`src/rtl/packed_addsub.sv`:
```
module packed_addsub #(
  parameter int DW = 64
) (
  input  logic          clk,
  input  logic          rst_n,
  input  logic [DW-1:0] opa,
  input  logic [DW-1:0] opb,
  input  logic          sub_en,
  input  logic [1:0]    lane_sel,
  input  logic [1:0]    sat_sel,
  output logic [DW-1:0] result,
  output logic          bad_cfg
);

  localparam int NSZ = 3;

  logic [NSZ-1:0][DW-1:0] per_size;
  logic                   legal;
  logic [DW-1:0]          nxt;

  assign legal = (lane_sel != 2'd3) && (sat_sel != 2'd3) &&
                 !((sat_sel != 2'd0) && (lane_sel == 2'd2));

  for (genvar g = 0; g < NSZ; g++) begin : g_size
    localparam int LW = 8 << g;
    localparam int NL = DW / LW;
    for (genvar l = 0; l < NL; l++) begin : g_lane
      logic [LW-1:0] a_l, b_l, wrap_l, ssat_l, usat_l;
      logic [LW:0]   xa, xb, s;
      logic          ext_a, ext_b;

      assign a_l   = opa[l*LW +: LW];
      assign b_l   = opb[l*LW +: LW];
      assign ext_a = (sat_sel == 2'd1) & a_l[LW-1];
      assign ext_b = (sat_sel == 2'd1) & b_l[LW-1];
      assign xa    = {ext_a, a_l};
      assign xb    = {ext_b, b_l};
      assign s     = sub_en ? (xa - xb) : (xa + xb);

      assign wrap_l = s[LW-1:0];
      assign ssat_l = (s[LW] ^ s[LW-1]) ? {s[LW], {(LW-1){~s[LW]}}} : s[LW-1:0];
      assign usat_l = s[LW] ? {LW{~sub_en}} : s[LW-1:0];

      always_comb begin
        case (sat_sel)
          2'd1:    per_size[g][l*LW +: LW] = ssat_l;
          2'd2:    per_size[g][l*LW +: LW] = usat_l;
          default: per_size[g][l*LW +: LW] = wrap_l;
        endcase
      end
    end
  end

  always_comb begin
    case (lane_sel)
      2'd0:    nxt = per_size[0];
      2'd1:    nxt = per_size[1];
      2'd2:    nxt = per_size[2];
      default: nxt = '0;
    endcase
    if (!legal) nxt = '0;
  end

  always_ff @(posedge clk or negedge rst_n) begin
    if (!rst_n) begin
      result  <= '0;
      bad_cfg <= 1'b0;
    end else begin
      result  <= nxt;
      bad_cfg <= !legal;
    end
  end

endmodule

```
`config.mk`:
```
export PLATFORM = sky130hd
export DESIGN_NAME = packed_addsub
export DESIGN_NICKNAME = d
export VERILOG_FILES = /design/src/rtl/packed_addsub.sv
export SDC_FILE = /design/constraint.sdc
export NUM_CORES = 1
export LEC_CHECK = 0
export BUFFER_PORTS_ARGS = -buffer_cell sky130_fd_sc_hd__buf_2
export CAP_MARGIN = 20
export CORE_UTILIZATION = 55
export CTS_CLUSTER_DIAMETER = 40
export CTS_CLUSTER_SIZE = 30
export DETAILED_ROUTE_END_ITERATION = 8
export GPL_TIMING_DRIVEN = 1
export PLACE_DENSITY = 0.74
export REMOVE_ABC_BUFFERS = 1
export SLEW_MARGIN = 0
export SYNTH_ARGS = -nofsm -noshare
export SYNTH_HDL_FRONTEND = slang
export SYNTH_SLANG_ARGS = --single-unit
```
`constraint.sdc`:
```
create_clock -name clk -period 1 [get_ports clk]
set_input_delay 0.05 -clock clk [delete_from_list [all_inputs] [get_ports clk]]
set_output_delay 0.05 -clock clk [all_outputs]
set_load 0.005 [all_outputs]
```
==> impl_metrics.json, run 1 <==
{
  "status": "did not finish",
  "haltStage": "global routing",
  "error": "[ERROR GRT-0232] Routing congestion too high. Check the congestion heatmap in the GUI.",
  "ctsHtreeMaxLevel": 3,
  "worst_path_end_type": "register input",
  "synth_seq_cells": 65,
  "gr-total-overflow": 110,
  "hpwl_mm": 61.7,
  "die_h_um": 179,
  "syn_avg_cell_area_um2": 6.91,
  "grt_use_total_pct": 69.3,
  "io_pins": 200,
  "yosys_most_used_dff": "dfrtp_1",
  "synth_cell_type_count": 111,
  "ys_seq_area_share_pct": 9.47,
  "netlist.area_leader.share_pct": 11.8,
  "netlist_top_cells_count": "nor2_1, o21ai_0, a21oi_1",
  "initial_core_util_pct": 56.0,
  "worst_endpoint": "result[16]$_DFF_PN0_/D",
  "ys_warn_count": 0,
  "clk_path_buf_depth": 2,
  "synthArstFlopShare_pct": 100,
  "netlist_area_mm2": 0.0172,
  "clock_sinks": 65,
  "gp_congestion": 1.05,
  "syn_inst": 2485,
  "synth_edf_count": 0,
  "yosys.area.top_type": "ha_1",
  "row_count": 64,
  "cts-root-buf": "clkbuf_16",
  "fp.dieW_um": 179,
  "numPortBuffers": 199,
  "cts_inserted_buffers": 9,
  "grt_max_degree": 76,
  "synth_area_leaders": "ha_1, dfrtp_1, xnor2_1",
  "synth_most_common_cell": "nor2_1"
}
kinds of logic after synthesis:
logic type,count (synthesis),share of synthesized area (%)
buffers and inverters,253,5.72
xor gates and xnor gates,255,13.8
and+or+nand+nor,788,21.7
DFF,65,9.47
muxes,13,0.831
AOI/OAI and AO/OA,931,35.2
adders and majority gates,180,13.3
stage by stage:
step	worst slack [ps]	hold WS, ps	std cells	instance area, um^2
4_1_cts	-3120	274	3914	26900
3_5_place_dp	-4080	114	3846	25000
2_1_floorplan	-5240	-246	2348	16600
3_3_place_gp	-3910	112	3846	25000
per-layer routing:
layer | global-route usage [%] | GRT overflow
met1 | 71.0 | 0
met2 | 91.9 | 70
met3 | 46.6 | 1
met4 | 65.8 | 39
met5 | 10.7 | 0
what timing repair did:
item                                    CTS
buffers inserted                         53
gates resized for setup                 289
hold buffers                              1
gates cloned                              1
endpoints found under the setup margin   64
pin swaps                               148
hold endpoints to repair                 65
==> run 2, diff against run 1 <==
--- a/config.mk
+++ b/config.mk
@@ -7,12 +7,10 @@
 export LEC_CHECK = 0
 export BUFFER_PORTS_ARGS = -buffer_cell sky130_fd_sc_hd__buf_2
 export CAP_MARGIN = 20
-export CORE_UTILIZATION = 55
-export CTS_CLUSTER_DIAMETER = 40
-export CTS_CLUSTER_SIZE = 30
+export CORE_UTILIZATION = 40
 export DETAILED_ROUTE_END_ITERATION = 8
 export GPL_TIMING_DRIVEN = 1
-export PLACE_DENSITY = 0.74
+export PLACE_DENSITY_LB_ADDON = 0.15
 export REMOVE_ABC_BUFFERS = 1
 export SLEW_MARGIN = 0
 export SYNTH_ARGS = -nofsm -noshare
==> impl_metrics.json, run 2 <==
{
  "arrival_ps": 4420,
  "worstPathRequired_ps": 1260,
  "holdCritPathClass": "input port to flop",
  "cts_tree": "built",
  "cts_inserted_buffers": 9,
  "grt_max_degree": 66,
  "syn_avg_cell_area_um2": 6.91,
  "final_cell_mix": "buf_4, nor2_1, nand2_1",
  "row_count": 75,
  "final_common_cell": "buf_4",
  "grt_use_total_pct": 36.8,
  "ys_seq_area_share_pct": 9.47,
  "netlist.area_leader.share_pct": 11.8,
  "yosys_most_used_dff": "dfrtp_1",
  "via_per_inst": 5.74,
  "p_sw_share_pct": 47.1,
  "top_register": "result",
  "netlist_area_mm2": 0.0172,
  "leakagePower_uw": 0.0133,
  "hold_ws_ps": 219,
  "largest_registers": "result x64, bad_cfg x1",
  "ys_warn_count": 0,
  "syn_inst": 2485,
  "synth_most_common_cell": "nor2_1",
  "routed_wl_mm": 82.6,
  "synth_seq_cells": 65,
  "grt_pass1_vias": 23300,
  "p_seq_share_pct": 8.4,
  "gp_congestion": 0.999,
  "path_max_fanout": 7,
  "ctsHtreeMaxLevel": 3,
  "power.density_mw_per_mm2": 1400,
  "syn2layout_area_growth_pct": 63.2,
  "synth_edf_count": 0,
  "failed_checks": "negative setup slack",
  "grt_pass1_wl_mm": 126,
  "synthArstFlopShare_pct": 100,
  "worstSetupStartpointType": "input port",
  "gr-total-overflow": 0,
  "dr.first_iter.drc_count": 2050,
  "finalCritPeriodShare_pct": 416,
  "fmax_mhz": 241,
  "largest_reg_flops": 64,
  "wl_per_cell_um": 20.1,
  "worstSetupEndpointType": "flop",
  "design_area_mm2": 0.0280,
  "hpwl_mm": 66.1,
  "setup_slack_ps": -3160,
  "io_pins": 200,
  "ant_nets": 0,
  "n_antenna_cell": 0,
  "rsz0062_at_grt": "yes",
  "clk_path_buf_depth": 2,
  "finalSetupViolCount": 66,
  "drcViolationCount": 0,
  "hold_viol": 0,
  "min_period_ps": 4160,
  "clkPwrFrac_pct": 8.8,
  "status": "finished with violations",
  "drive_gt1_share_pct": 43.0,
  "max_slew.worst_pin.slew_ps": 793,
  "numPortBuffers": 199,
  "p_sw_uw": 18500,
  "p_comb_share_pct": 82.8,
  "synth_area_leaders": "ha_1, dfrtp_1, xnor2_1",
  "crit_type": "input port to flop",
  "coreArea_mm2": 0.0421,
  "yosys.area.top_type": "ha_1",
  "die_h_um": 209,
  "clk_pin_slew_ps": 80,
  "power_uw": 39300,
  "fp.dieW_um": 209,
  "netlist_top_cells_count": "nor2_1, o21ai_0, a21oi_1",
  "final-max-slew-violation-count": 0,
  "slew_headroom_pct": 46.4,
  "antenna_found_initial": 1,
  "hold_path_depth": 4,
  "clock_sinks": 65,
  "dieArea_mm2": 0.0438,
  "vias": 23600,
  "p_int_uw": 20800,
  "placed_area_mm2": 0.0255,
  "holdCritStartpoint": "opa[0]",
  "initial_core_util_pct": 40.8,
  "startpoint": "opb[34]",
  "fin_tns_setup_ps": -193240,
  "cts-root-buf": "clkbuf_16",
  "hold_end": "result[0]",
  "drtPass1Iterations": 6,
  "drv_cap": 0,
  "synth_cell_type_count": 111,
  "vdd_drop_max_v": 0.00100,
  "fin_nets": 3872
}
==> run 2: cell counts after synthesis <==
Identical to the previous run, type by type.
==> run 2: layout make-up <==
class / instances / area [um^2]
well taps: 539 / 674
fillers: 3777 / 14100
repair buffers: 1207 / 8960
clock inverters: 6 / 67.6
inverters: 116 / 438
clock buffers: 10 / 239
flip-flops and latches: 65 / 1630
multi-input cells: 2168 / 16000
==> run 2: worst max-delay path, cell delays in order <==
cell and delay (ps):
buf_6 90, or4_4 560, nor3_4 160, and3_4 230, and3_4 220, nand2_4 70
nand2_8 120, o21ai_4 80, xnor2_2 140, ha_1 290, and4_4 250, and4_1 230
or3b_4 410, o21ai_4 170, nor2_4 60, xnor3_2 340, o21ai_4 330, buf_6 170
nor2_2 30, o21a_1 170, o221a_2 220
==> run 2: cell families after synthesis <==
kind of cell    Yosys count  synth area share (%)
mux                      13                 0.831
simple gates            788                  21.7
buf+inv                 253                  5.72
xor+xnor                255                  13.8
compound gates          931                  35.2
flops                    65                  9.47
fa+ha+maj               180                  13.3
==> run 2: worst max path at each step <==
stage | slack, ps | end | cells after the start
3_3_place_gp | -4050 | result[17] | 24
4_1_cts | -3150 | result[16] | 25
2_1_floorplan | -5240 | result[0] | 13
3_5_place_dp | -4130 | result[17] | 24
6_report | -3160 | result[39] | 21
5_1_grt | -3310 | result[11] | 27
==> run 2: per-layer routing <==
| metal | GRT usage, % | up-vias | routed length (um) |
|---|---|---|---|
| met3 | 7.48 | 183 | 6720 |
| li1 | - | 11300 | - |
| met4 | 14.1 | 0 | 3030 |
| met1 | 48.1 | 11200 | 35500 |
| met2 | 59.3 | 960 | 37400 |
| met5 | 0 | - | 0 |
==> run 2: what timing repair did <==
action                                 in CTS  in global routing
setup buffers                              46                 36
pin swaps                                 145                113
setup endpoints to repair                  68                 70
gates cloned                                1                  0
hold buffers                                1                  0
gates resized for setup                   258                184
endpoints found under the hold margin      65                  0
==> run 2: metrics by stage <==
stage	setup slack, ps	instances	utilization [%]
2_1_floorplan	-5240	2348	-
4_1_cts	-3150	4082	64.3
3_5_place_dp	-4130	4024	60.4
3_3_place_gp	-4050	4024	60.4
5_1_grt	-3310	4111	66.5
6_report	-3160	4111	66.5
==> run 2: power by group through the flow <==
stage	Clock (uW)	Sequential (uW)	Combinational, uW
global route	3600	3300	35000
detailed placement	0	3310	27600
floorplan	0	3230	13500
global placement	0	3320	27100
CTS	3490	3270	30200
finish	3470	3290	32600
Power figures use the tool's default switching activity.
